==> src/rtl/i2cm_ctl_pkg.sv <==
package i2cm_ctl_pkg;
  localparam int unsigned BIT_EN    = 0;
  localparam int unsigned BIT_STOP  = 1;
  localparam int unsigned BIT_NAK   = 2;
  localparam int unsigned BIT_FLUSH = 3;
  localparam int unsigned BIT_TXIE  = 4;
  localparam int unsigned CTRL_BITS = 5;

  localparam int unsigned ADR_CTRL = 0;
  localparam int unsigned ADR_DATA = 1;
  localparam int unsigned ADR_STAT = 2;

  localparam int unsigned N_REQ   = 2;
  localparam int unsigned REQ_STOP = 0;
  localparam int unsigned REQ_NAK  = 1;
endpackage

==> src/rtl/i2cm_sticky_req.sv <==
module i2cm_sticky_req (
  input  logic clk,
  input  logic rst_n,
  input  logic set_i,
  input  logic clr_i,
  output logic q_o
);
  logic q_d, q_q;

  always_comb begin
    q_d = q_q;
    if (clr_i)      q_d = 1'b0;
    else if (set_i) q_d = 1'b1;
  end

  always_ff @(posedge clk or negedge rst_n) begin
    if (!rst_n) q_q <= 1'b0;
    else        q_q <= q_d;
  end

  assign q_o = q_q;


  hold_chk: assert property (@(posedge clk) disable iff (!rst_n)
    q_o && !clr_i |=> q_o);

  clr_wins_chk: assert property (@(posedge clk) disable iff (!rst_n)
    clr_i |=> !q_o);

  set_chk: assert property (@(posedge clk) disable iff (!rst_n)
    set_i && !clr_i |=> q_o);
endmodule

==> src/rtl/i2cm_data_reg.sv <==
module i2cm_data_reg #(
  parameter int unsigned DATA_W = 8
) (
  input  logic              clk,
  input  logic              rst_n,
  input  logic              wr_i,
  input  logic [DATA_W-1:0] wdata_i,
  input  logic              flush_i,
  input  logic              take_i,
  output logic [DATA_W-1:0] data_o,
  output logic              empty_o,
  output logic              flush_o,
  output logic              tdre_set_o
);
  logic [DATA_W-1:0] data_d, data_q;
  logic              empty_d, empty_q;
  logic              flush_q, tset_d, tset_q;
  logic              data_en;

  always_comb begin
    data_d  = data_q;
    empty_d = empty_q;
    tset_d  = 1'b0;
    data_en = 1'b0;
    if (flush_i) begin
      data_d  = '0;
      empty_d = 1'b1;
      tset_d  = 1'b1;
      data_en = 1'b1;
    end else if (wr_i) begin
      data_d  = wdata_i;
      empty_d = 1'b0;
      data_en = 1'b1;
    end else if (take_i) begin
      empty_d = 1'b1;
      tset_d  = 1'b1;
    end
  end

  always_ff @(posedge clk or negedge rst_n) begin
    if (!rst_n) begin
      data_q  <= '0;
      empty_q <= 1'b1;
      flush_q <= 1'b0;
      tset_q  <= 1'b0;
    end else begin
      if (data_en) data_q <= data_d;
      empty_q <= empty_d;
      flush_q <= flush_i;
      tset_q  <= tset_d;
    end
  end

  assign data_o     = data_q;
  assign empty_o    = empty_q;
  assign flush_o    = flush_q;
  assign tdre_set_o = tset_q;


  flush_chk: assert property (@(posedge clk) disable iff (!rst_n)
    flush_i |=> (empty_o && data_o == '0 && flush_o && tdre_set_o));

  load_chk: assert property (@(posedge clk) disable iff (!rst_n)
    wr_i && !flush_i |=> (!empty_o && data_o == $past(wdata_i)));

  take_chk: assert property (@(posedge clk) disable iff (!rst_n)
    take_i && !wr_i && !flush_i |=> (empty_o && $stable(data_o) && tdre_set_o));
endmodule

==> src/rtl/i2cm_ctl_unit.sv <==
module i2cm_ctl_unit
  import i2cm_ctl_pkg::*;
#(
  parameter int unsigned DATA_W = 8,
  parameter int unsigned ADDR_W = 2
) (
  input  logic              clk,
  input  logic              rst_n,
  input  logic              host_wr_i,
  input  logic [ADDR_W-1:0] host_addr_i,
  input  logic [DATA_W-1:0] host_wdata_i,
  output logic [DATA_W-1:0] host_rdata_o,
  input  logic              stop_sent_i,
  input  logic              nak_sent_i,
  input  logic              byte_done_i,
  input  logic              slave_active_i,
  input  logic              data_taken_i,
  output logic              stop_req_o,
  output logic              nak_req_o,
  output logic              stop_issue_o,
  output logic [DATA_W-1:0] data_o,
  output logic              data_empty_o,
  output logic              flush_o,
  output logic              tdre_set_o,
  output logic              irq_o
);
  logic [1:0] rst_sync_q;
  logic       rst_l;

  always_ff @(posedge clk or negedge rst_n) begin
    if (!rst_n) rst_sync_q <= 2'b00;
    else        rst_sync_q <= {rst_sync_q[0], 1'b1};
  end
  assign rst_l = rst_sync_q[1];

  logic wr_ctrl, wr_data;
  assign wr_ctrl = host_wr_i && (host_addr_i == ADDR_W'(ADR_CTRL));
  assign wr_data = host_wr_i && (host_addr_i == ADDR_W'(ADR_DATA));

  logic en_d, en_q, txie_d, txie_q, ctl_en;
  assign ctl_en = wr_ctrl;

  always_comb begin
    en_d   = host_wdata_i[BIT_EN];
    txie_d = host_wdata_i[BIT_TXIE];
  end

  always_ff @(posedge clk or negedge rst_l) begin
    if (!rst_l) begin
      en_q   <= 1'b0;
      txie_q <= 1'b0;
    end else if (ctl_en) begin
      en_q   <= en_d;
      txie_q <= txie_d;
    end
  end

  logic disable_now;
  assign disable_now = !en_q || (wr_ctrl && !host_wdata_i[BIT_EN]);

  logic [N_REQ-1:0] req_set, req_clr, req_q;
  always_comb begin
    req_set[REQ_STOP] = wr_ctrl && host_wdata_i[BIT_STOP];
    req_set[REQ_NAK]  = wr_ctrl && host_wdata_i[BIT_NAK];
    req_clr[REQ_STOP] = disable_now || stop_sent_i || slave_active_i;
    req_clr[REQ_NAK]  = disable_now || nak_sent_i;
  end

  for (genvar g = 0; g < N_REQ; g++) begin : g_req
    i2cm_sticky_req u_req (
      .clk   (clk),
      .rst_n (rst_l),
      .set_i (req_set[g]),
      .clr_i (req_clr[g]),
      .q_o   (req_q[g])
    );
  end

  logic flush_cmd;
  assign flush_cmd = wr_ctrl && host_wdata_i[BIT_FLUSH];

  i2cm_data_reg #(.DATA_W(DATA_W)) u_data (
    .clk        (clk),
    .rst_n      (rst_l),
    .wr_i       (wr_data),
    .wdata_i    (host_wdata_i),
    .flush_i    (flush_cmd),
    .take_i     (data_taken_i),
    .data_o     (data_o),
    .empty_o    (data_empty_o),
    .flush_o    (flush_o),
    .tdre_set_o (tdre_set_o)
  );

  assign stop_req_o   = req_q[REQ_STOP];
  assign nak_req_o    = req_q[REQ_NAK];
  assign stop_issue_o = req_q[REQ_STOP] && byte_done_i;
  assign irq_o        = txie_q && data_empty_o;

  logic [DATA_W-1:0] ctrl_view;
  always_comb begin
    ctrl_view            = '0;
    ctrl_view[BIT_EN]    = en_q;
    ctrl_view[BIT_STOP]  = req_q[REQ_STOP];
    ctrl_view[BIT_NAK]   = req_q[REQ_NAK];
    ctrl_view[BIT_TXIE]  = txie_q;
    host_rdata_o = '0;
    if (host_addr_i == ADDR_W'(ADR_CTRL))      host_rdata_o = ctrl_view;
    else if (host_addr_i == ADDR_W'(ADR_DATA)) host_rdata_o = data_o;
    else if (host_addr_i == ADDR_W'(ADR_STAT)) host_rdata_o[0] = data_empty_o;
  end


  off_clears_chk: assert property (@(posedge clk) disable iff (!rst_l)
    !en_q |=> (!stop_req_o && !nak_req_o));

  slave_clr_chk: assert property (@(posedge clk) disable iff (!rst_l)
    slave_active_i |=> !stop_req_o);

  flush_rd_chk: assert property (@(posedge clk) disable iff (!rst_l)
    flush_o |-> (data_empty_o && data_o == '0));

  irq_chk: assert property (@(posedge clk) disable iff (!rst_l)
    irq_o |-> data_empty_o);
endmodule

==> config.mk <==
export PLATFORM = sky130hd
export DESIGN_NAME = i2cm_ctl_unit
export DESIGN_NICKNAME = d
export VERILOG_FILES = /design/src/rtl/i2cm_ctl_pkg.sv /design/src/rtl/i2cm_sticky_req.sv /design/src/rtl/i2cm_data_reg.sv /design/src/rtl/i2cm_ctl_unit.sv
export SDC_FILE = /design/constraint.sdc
export NUM_CORES = 1
export LEC_CHECK = 0
export BUFFER_PORTS_ARGS = -buffer_cell sky130_fd_sc_hd__buf_2
export CAP_MARGIN = 10
export CORE_MARGIN = 4
export CORE_UTILIZATION = 39
export CTS_CLUSTER_DIAMETER = 200
export DETAILED_ROUTE_END_ITERATION = 8
export GPL_TIMING_DRIVEN = 1
export PLACE_DENSITY = 0.73
export SYNTH_ARGS = -nofsm -noshare
export SYNTH_HDL_FRONTEND = slang
export SYNTH_SLANG_ARGS = --single-unit
==> constraint.sdc <==
create_clock -name clk -period 0.8 [get_ports clk]
set_input_delay 0.04 -clock clk [delete_from_list [all_inputs] [get_ports clk]]
set_output_delay 0.04 -clock clk [all_outputs]
set_load 0.05 [all_outputs]
==> results.md, run 1 <==
- Most frequent cells in the layout: buf_6 (21), buf_2 (18), buf_4 (17), buf_8 (11), dfrtp_2 (10)
- Top-area cell type share of the netlist area: 50.9%
- Die Footprint: 2800 sq um
- Yosys warning count: 0
- CP required: 760 ps
- Startpoint Class: flop
- Initial core utilization: 43.2%
- Routed WL: ~2800 microns
- Dpl cells: 146
- Fin nets: 158
- Post-synthesis cell type count: 23
- Crit Path Class: flop to primary output
- Final period utilization: 161%
- Pre-antenna DRT Iters: 4
- Synth Instances: 63
- Post-Layout Cell Count: 164
- Flop pwr share: 38.1%
- CP arrival: between 1000 and 1500 ps
- Avg Cell Area, Syn: 12.5 sq um
- Hold crit path type: primary input to flop
- Util after Layout: 89.7%
- CTS root buffer: clkbuf_4
- Int Pwr: about 1.7 mW
- CP Max Fanout: 4
- PwrDens: 1680 nW/um^2
- Share of post-route cells with drive strength above 1: 76.3%
- Die width: 52.9 microns
- Max-slew violations: 0
- Psw: about 1.0 mW
- Comb pwr share: 45.2%
- Num CTS Buffers: 3
- DR iter-0 viols: 7
- RSZ-0062 raised after global routing: yes
- Final hold violation count: 1
- Violated checks: hold timing, setup timing
- TritonCTS clock tree: built
- Hpwl dp: 1750 microns
- Area Overhead vs Synth: 107%
- GRT Total Usage: 20.7%
- GRT Residual Overflow: 0
- Vias in the first global route: 834
- Status: finished with violations
- Share of power burned in the clock network: about 17%
- Clock Path Buffers: 2
- Max Clock Skew: 1.35 ps
- Final hold slack: -4.27 ps
- Largest net degree at the start of global routing: 10
- Clock sink count: 17
- Yosys top cell by area: dfrtp_1
- Diodes inserted: 0
- Seq/Total Area, Yosys: 54.2%
- Top cells by area, synth: dfrtp_1 (51%), a22o_1 (7.8%), and2_1 (5.6%)
- Max cap viols: 0
- Clk_lat worst skew: 290 ps
- Peak Freq: just under 800 MHz
- Worst Slack Setup Final: -492 ps
- Synthesized cell area: 787 sq um
- Finish-stage setup viols: 30
- Core area: roughly 1800 sq um
- Most common cell after layout, fill and taps aside: buf_6
- Global placement routability congestion: 0.777
- Routed vias/inst: 4.89
- Initial antenna violation count: 0
- H-tree depth: 1
- Drc violations: 0
- Routed Antenna Nets: 0
- Post-route cell area: 1630 sq um
- Rows: 15
- Syn_nets: 81
- Critical path capture point type: primary output
- Final worst path period need: 1290 ps
- Sw Share: between 30% and 40%
- IO Port Bufs: 40
- IO Pins: 41
- #FFs+latches synth: 17
- Vias: approximately 800
- Setup TNS: -6430 ps
- Static Leak: 0.788 nW
- Die Height: 52.9 microns
- First-pass GRT wire length: 4000 microns
- Placed instance area: 1230 sq um
- Max VDD drop: 0.00143 V
- Clock-pin slew on the worst setup and hold paths: 90 ps
- WL/cell: approximately 17 microns
## cells by family (layout without fill, tap and decap cells)
group / count (synthesis) / after routing / share of synthesized area [%]
muxes: 6 / 6 / 7.95
buffers and inverters: 5 / 81 / 5.25
AOI/OAI and AO/OA: 15 / 15 / 15.1
and+or+nand+nor: 19 / 19 / 17.0
other: 1 / 1 / 0.476
DFF: 17 / 17 / 54.2
## flip-flops by register name, indices dropped and copies added (netlist names)
| register | count |
|---|---|
| u_data.empty_o | 1 |
| en_q | 1 |
| rst_sync_q | 2 |
| g_req.u_req.q_o | 2 |
| txie_q | 1 |
| u_data.flush_o | 1 |
| u_data.data_o | 8 |
| u_data.tdre_set_o | 1 |
## metal layers
layer | up-vias | share of wire [%] | GRT usage (%)
met5 | - | 0 | 0
met4 | 0 | 2.1 | 10.2
met3 | 7 | 5.5 | 3.38
met2 | 34 | 55 | 39.3
met1 | 392 | 38 | 21.6
li1 | 369 | - | -
## cells in the mapped netlist
| master | number |
|---|---|
| nor3_1 | 1 |
| dfrtp_1 | 16 |
| mux2_2 | 2 |
| nor3b_4 | 1 |
| o41ai_2 | 1 |
| dfstp_2 | 1 |
| nand2_1 | 1 |
| conb_1 | 1 |
| o21ai_2 | 1 |
| nor2b_4 | 1 |
| buf_6 | 3 |
| nor4_2 | 1 |
| o21ai_0 | 1 |
| and2_1 | 7 |
| a21o_1 | 1 |
| a21oi_1 | 4 |
| nor2b_1 | 1 |
| mux2i_1 | 4 |
| inv_1 | 2 |
| nor2_1 | 4 |
| a22o_1 | 7 |
| and2_4 | 1 |
| and3_1 | 1 |
## path summary, 6_finish.rpt
check	from	endpoint	slack [ps]	cells after the start
worst max-delay path	u_data.empty_o$_DFFE_PN1P_	host_rdata_o[0]	-490	3
worst min-delay path	host_wdata_i[5]	u_data.data_o[5]$_DFFE_PN0P_	-4	2
worst max register to register	g_req[1].u_req.q_o$_DFFE_PN0P_	g_req[1].u_req.q_o$_DFFE_PN0P_	-140	4
worst min register to register	rst_sync_q[1]$_DFF_PN0_	u_data.data_o[6]$_DFFE_PN0P_	170	1
max in group asynchronous	rst_sync_q[1]$_DFF_PN0_	u_data.empty_o$_DFFE_PN1P_	400	1
min in group asynchronous	rst_n	rst_sync_q[1]$_DFF_PN0_	50	2
## stage by stage
step	total power [mW]	worst slack, ps	hold WS, ps
after floorplan	1.67	-426	-256
after global placement	1.94	-254	-174
after detailed placement	1.96	-274	-173
after CTS	2.62	-482	1.16
after global routing	2.85	-530	1.03
final	2.74	-492	-4.27
## timing repair
action                                 4_1_cts  5_1_grt
gates resized for setup                     56       16
setup buffers                                3        6
hold buffers                                 8        0
endpoints found under the hold margin        9        0
pin swaps                                    8        2
setup endpoints to repair                   29       32
## power by group through the flow
| stage | clock network, mW | registers [mW] | logic (mW) |
|---|---|---|---|
| after floorplan | 0 | 1.28 | 0.394 |
| after global placement | 0 | 1.03 | 0.903 |
| after detailed placement | 0 | 1.04 | 0.915 |
| after CTS | 0.450 | 1.04 | 1.14 |
| after global routing | 0.502 | 1.06 | 1.29 |
| final | 0.458 | 1.04 | 1.24 |
## critical path: stages (launching register included)
cell and delay (ps):
dfstp_2 580, mux2i_2 90, o21ai_4 130, buf_6 170
## cell type report
cell class                 count  area (sq um)
timing repair buffer          75           699
clock buffer                   4          26.3
sequential                    17           439
fill                          76           188
multi-input combinational     41           429
tap                           25          31.3
inverter                       2          7.51
Note: power is estimated with default switching activity, not from simulation.
==> run 2: changes to the inputs <==
- SETUP_SLACK_MARGIN: default -> 0.2
- SYNTH_HIERARCHICAL: default -> 1
==> run 2 against run 1 <==
Net effect:
- the run still ends with hold timing, setup timing left
- clock power decreased by 2%
- largest cell class unchanged
- count of clock-buffer cells in the layout decreased by 1
- critical path depth unchanged
- area after synthesis increased by 2.2%
- critical endpoint unchanged
- non-clock buffer count decreased by 11
==> results.md, run 2 <==
- Worst Setup SP: u_data/empty_o$_DFFE_PN1P_
- Num CTS Buffers: 3 (unchanged)
- Worst Setup EP: host_rdata_o[0]
- Comb pwr share: 47.3% (+2.1 points)
- R2R Setup Slk: -310 ps (-170 ps)
- #FFs+latches synth: 17 (unchanged)
- Post-Layout Cell Count: 162 (-1.2%)
- Core area: 1960 sq um (+7.8%)
- Placed instance area: 1240 sq um (+0.71%)
- CTS root buffer: clkbuf_4
- Clock sink count: 17 (unchanged)
- Post-synthesis cell type count: 19 (-17%)
- Synthesized cell area: 805 sq um (+2.2%)
- Die Footprint: 2850 sq um (+1.9%)
- Hold crit path type: primary input to flop
- Finish-stage setup viols: 31 (+3.3%)
- Peak Freq: 789 MHz (+1.9%)
- Largest net degree at the start of global routing: 11 (+1)
- Routed vias/inst: 4.72 (-3.6%)
- Global placement routability congestion: 0.722 (-7.0%)
- Flop pwr share: 37.3% (-0.8 points)
- Synth Instances: 69 (+9.5%)
- Most frequent cells in the layout: buf_6 (21), buf_2 (16), buf_4 (14), dfrtp_2 (12), buf_8 (11)
- Slowest cell on crit path: dfstp_2
- Clock-pin slew on the worst setup and hold paths: 100 ps (about the same)
- RSZ-0062 raised after global routing: yes
- CP Cell Sequence: mux2i_2, o2bb2ai_4, buf_8
- GRT Residual Overflow: 0 (unchanged)
- TritonCTS clock tree: built
- Die width: 53.4 microns (+0.94%)
- Fin nets: 154 (-2.5%)
- DR iter-0 viols: 3 (-4)
- Hpwl dp: 1600 microns (-8.4%)
- Share of post-route cells with drive strength above 1: 77.8% (+1.5 points)
- Critical path capture point type: primary output
- Reg-to-reg endpoint: g_req[1].u_req/q_o$_DFFE_PN0P_
- Top cells by area, synth: dfrtp_1 (50%), mux2i_1 (15%), and2_1 (7.8%)
- Most frequent cell after synthesis: dfrtp_1
- Reg2reg start: en_q$_DFFE_PN0N_
- Yosys top cell by area: dfrtp_1
- First-pass GRT wire length: 3950 microns (-1.1%)
- Pre-CTS setup slack: -285 ps (-10.7 ps)
- Final period utilization: 158% (-3.0 points)
- Crit Path Class: flop to primary output
- Pre-antenna DRT Iters: 4 (unchanged)
- CP peak stage delay: 570 ps (about the same)
- Top-area cell type share of the netlist area: 49.8% (-1.1 points)
- Rows: 16 (+1)
- H-tree depth: 1 (unchanged)
- Routed Antenna Nets: 0 (unchanged)
- IO Pins: 41 (unchanged)
- Clk_lat worst skew: 280 ps (about the same)
- Violated checks: hold timing, setup timing
- WL/cell: 15.1 microns (-11%)
- # hold bufs at CTS: 1 (-7)
- Status: finished with violations
- Max VDD drop: 0.00138 V (-3.5%)
- Avg Cell Area, Syn: 11.7 sq um (-6.7%)
- Vias: 764 (-4.7%)
- Dpl cells: 149 (+2.1%)
- Die Height: 53.4 microns (+0.94%)
- Drc violations: 0 (unchanged)
- Initial antenna violation count: 0 (unchanged)
- Synth Flop Type: dfrtp_1
- Async SR Flop Fraction: 100% (unchanged)
- Area Overhead vs Synth: 97.5%
- Share of power burned in the clock network: 15.4% (-1.3 points)
- Sw Share: 38.2% (+1.5 points)
- Most common cell after layout, fill and taps aside: buf_6
- IO Port Bufs: 40 (unchanged)
- CP arrival: 1230 ps (-20 ps)
- Final hold violation count: 2 (+1)
- Worst Slack Setup Final: -468 ps (+24.1 ps)
- Initial core utilization: 41.0% (-2.2 points)
- Final worst path period need: 1270 ps (-24.1 ps)
- EDFF count, synth: 0 (unchanged)
- Int Pwr: 1.81 mW (+4.0%)
- Static Leak: 0.764 nW (-3.1%)
- Routed WL: 2450 microns (-12%)
- Synth cell count leaders: dfrtp_1 (16), nor2_1 (13), mux2i_1 (12)
- Psw: 1.12 mW (+11%)
- PwrDens: 1840 nW/um^2 (+9.6%)
- CP Max Fanout: 3 (-1)
- Syn_nets: 87 (+7.4%)
- Max-slew violations: 0 (unchanged)
- Yosys warning count: 6 (+6)
- Post-route cell area: 1590 sq um (-2.7%)
- Worst r2r path cells: 5 (+1)
- Util after Layout: 81.0% (-8.7 points)
- Vias in the first global route: 915 (+9.7%)
- Clock Path Buffers: 2 (unchanged)
- Final hold slack: -32.6 ps (-28.3 ps)
- Max cap viols: 0 (unchanged)
- GRT Total Usage: 19.2% (-1.5 points)
- Setup TNS: -6810 ps (-371 ps)
- Largest register FFs: 8 (unchanged)
- Seq/Total Area, Yosys: 53.0% (-1.2 points)
- CP required: 760 ps (about the same)
- Diodes inserted: 0 (unchanged)
- Startpoint Class: flop
- Max Clock Skew: 8.36 ps (+7.01 ps)
==> run 2: changes by cell type after synthesis, moves of 2 or more <==
cell     before  now
o21ba_1       0    2
and2_1        7   10
mux2i_1       4   12
a21oi_1       4    0
nor2_1        4   13
a22o_1        7    0
==> run 2: power by group through the flow <==
stage                     clock, mW  sequential [mW]  combinational (mW)
after CTS                     0.467             1.08                1.32
after global routing          0.506             1.11                1.45
final                         0.450             1.09                1.38
after floorplan                   0             1.38               0.423
after detailed placement          0             1.07                1.03
after global placement            0             1.07                1.02
==> run 2: stage by stage <==
step                power (mW)  hold slack (ps)
floorplan                 1.80             -256
global placement          2.09             -174
detailed placement        2.10             -171
CTS                       2.87            -38.0
global route              3.07            -36.3
finish                    2.92            -32.6
==> run 2: what timing repair did <==
action | in CTS | in global routing
endpoints found under the hold margin | 5 | 1
cloned | 1 | 0
gates resized for setup | 66 | 8
pin swaps | 7 | 4
setup endpoints to repair | 38 | 37
buffers inserted | 6 | 1
==> run 2: critical path, delay by kind of cell (launching register included) <==
kind                   cells  cell delay (ps)
AOI/OAI and AO/OA          1              130
buffers and inverters      1              150
DFF                        1              570
muxes                      1               90
==> run 2: worst min-delay path by stage <==
stage | start | end | slack (ps) | depth (start not counted)
finish | data_taken_i | u_data/tdre_set_o$_DFF_PN0_ | -30 | 2
global route | data_taken_i | u_data/tdre_set_o$_DFF_PN0_ | -40 | 2
global placement | rst_n | rst_sync_q[0]$_DFF_PN0_ | -170 | 1
CTS | data_taken_i | u_data/tdre_set_o$_DFF_PN0_ | -40 | 2
detailed placement | rst_n | rst_sync_q[0]$_DFF_PN0_ | -170 | 1
floorplan | rst_n | rst_sync_q[0]$_DFF_PN0_ | -260 | 0
==> run 2: area by class of cell <==
type                    instances  area, sq um
repair buffers                 64          604
multi-input cells              49          478
flip-flops and latches         17          442
fillers                       123          373
well taps                      27         33.8
clock buffers                   3         22.5
clock inverters                 1         5.00
inverters                       1         3.75
==> run 2: cells by family after synthesis <==
group / after synthesis / share of synthesized area [%]
compound gates: 5 / 5.44
other cells: 1 / 0.466
mux: 14 / 17.7
simple gates: 28 / 19.4
flops: 17 / 53.0
buf+inv: 4 / 3.89
==> run 2: layer usage <==
layer | track usage [%] | wire length, microns | vias up | part of all wire [%]
met3 | 4.23 | 177 | 6 | 7.2
li1 | - | - | 362 | -
met1 | 21.2 | 916 | 362 | 37
met4 | 5.11 | 41 | 0 | 1.7
met5 | 0 | 0 | - | 0
met2 | 36.1 | 1310 | 34 | 54
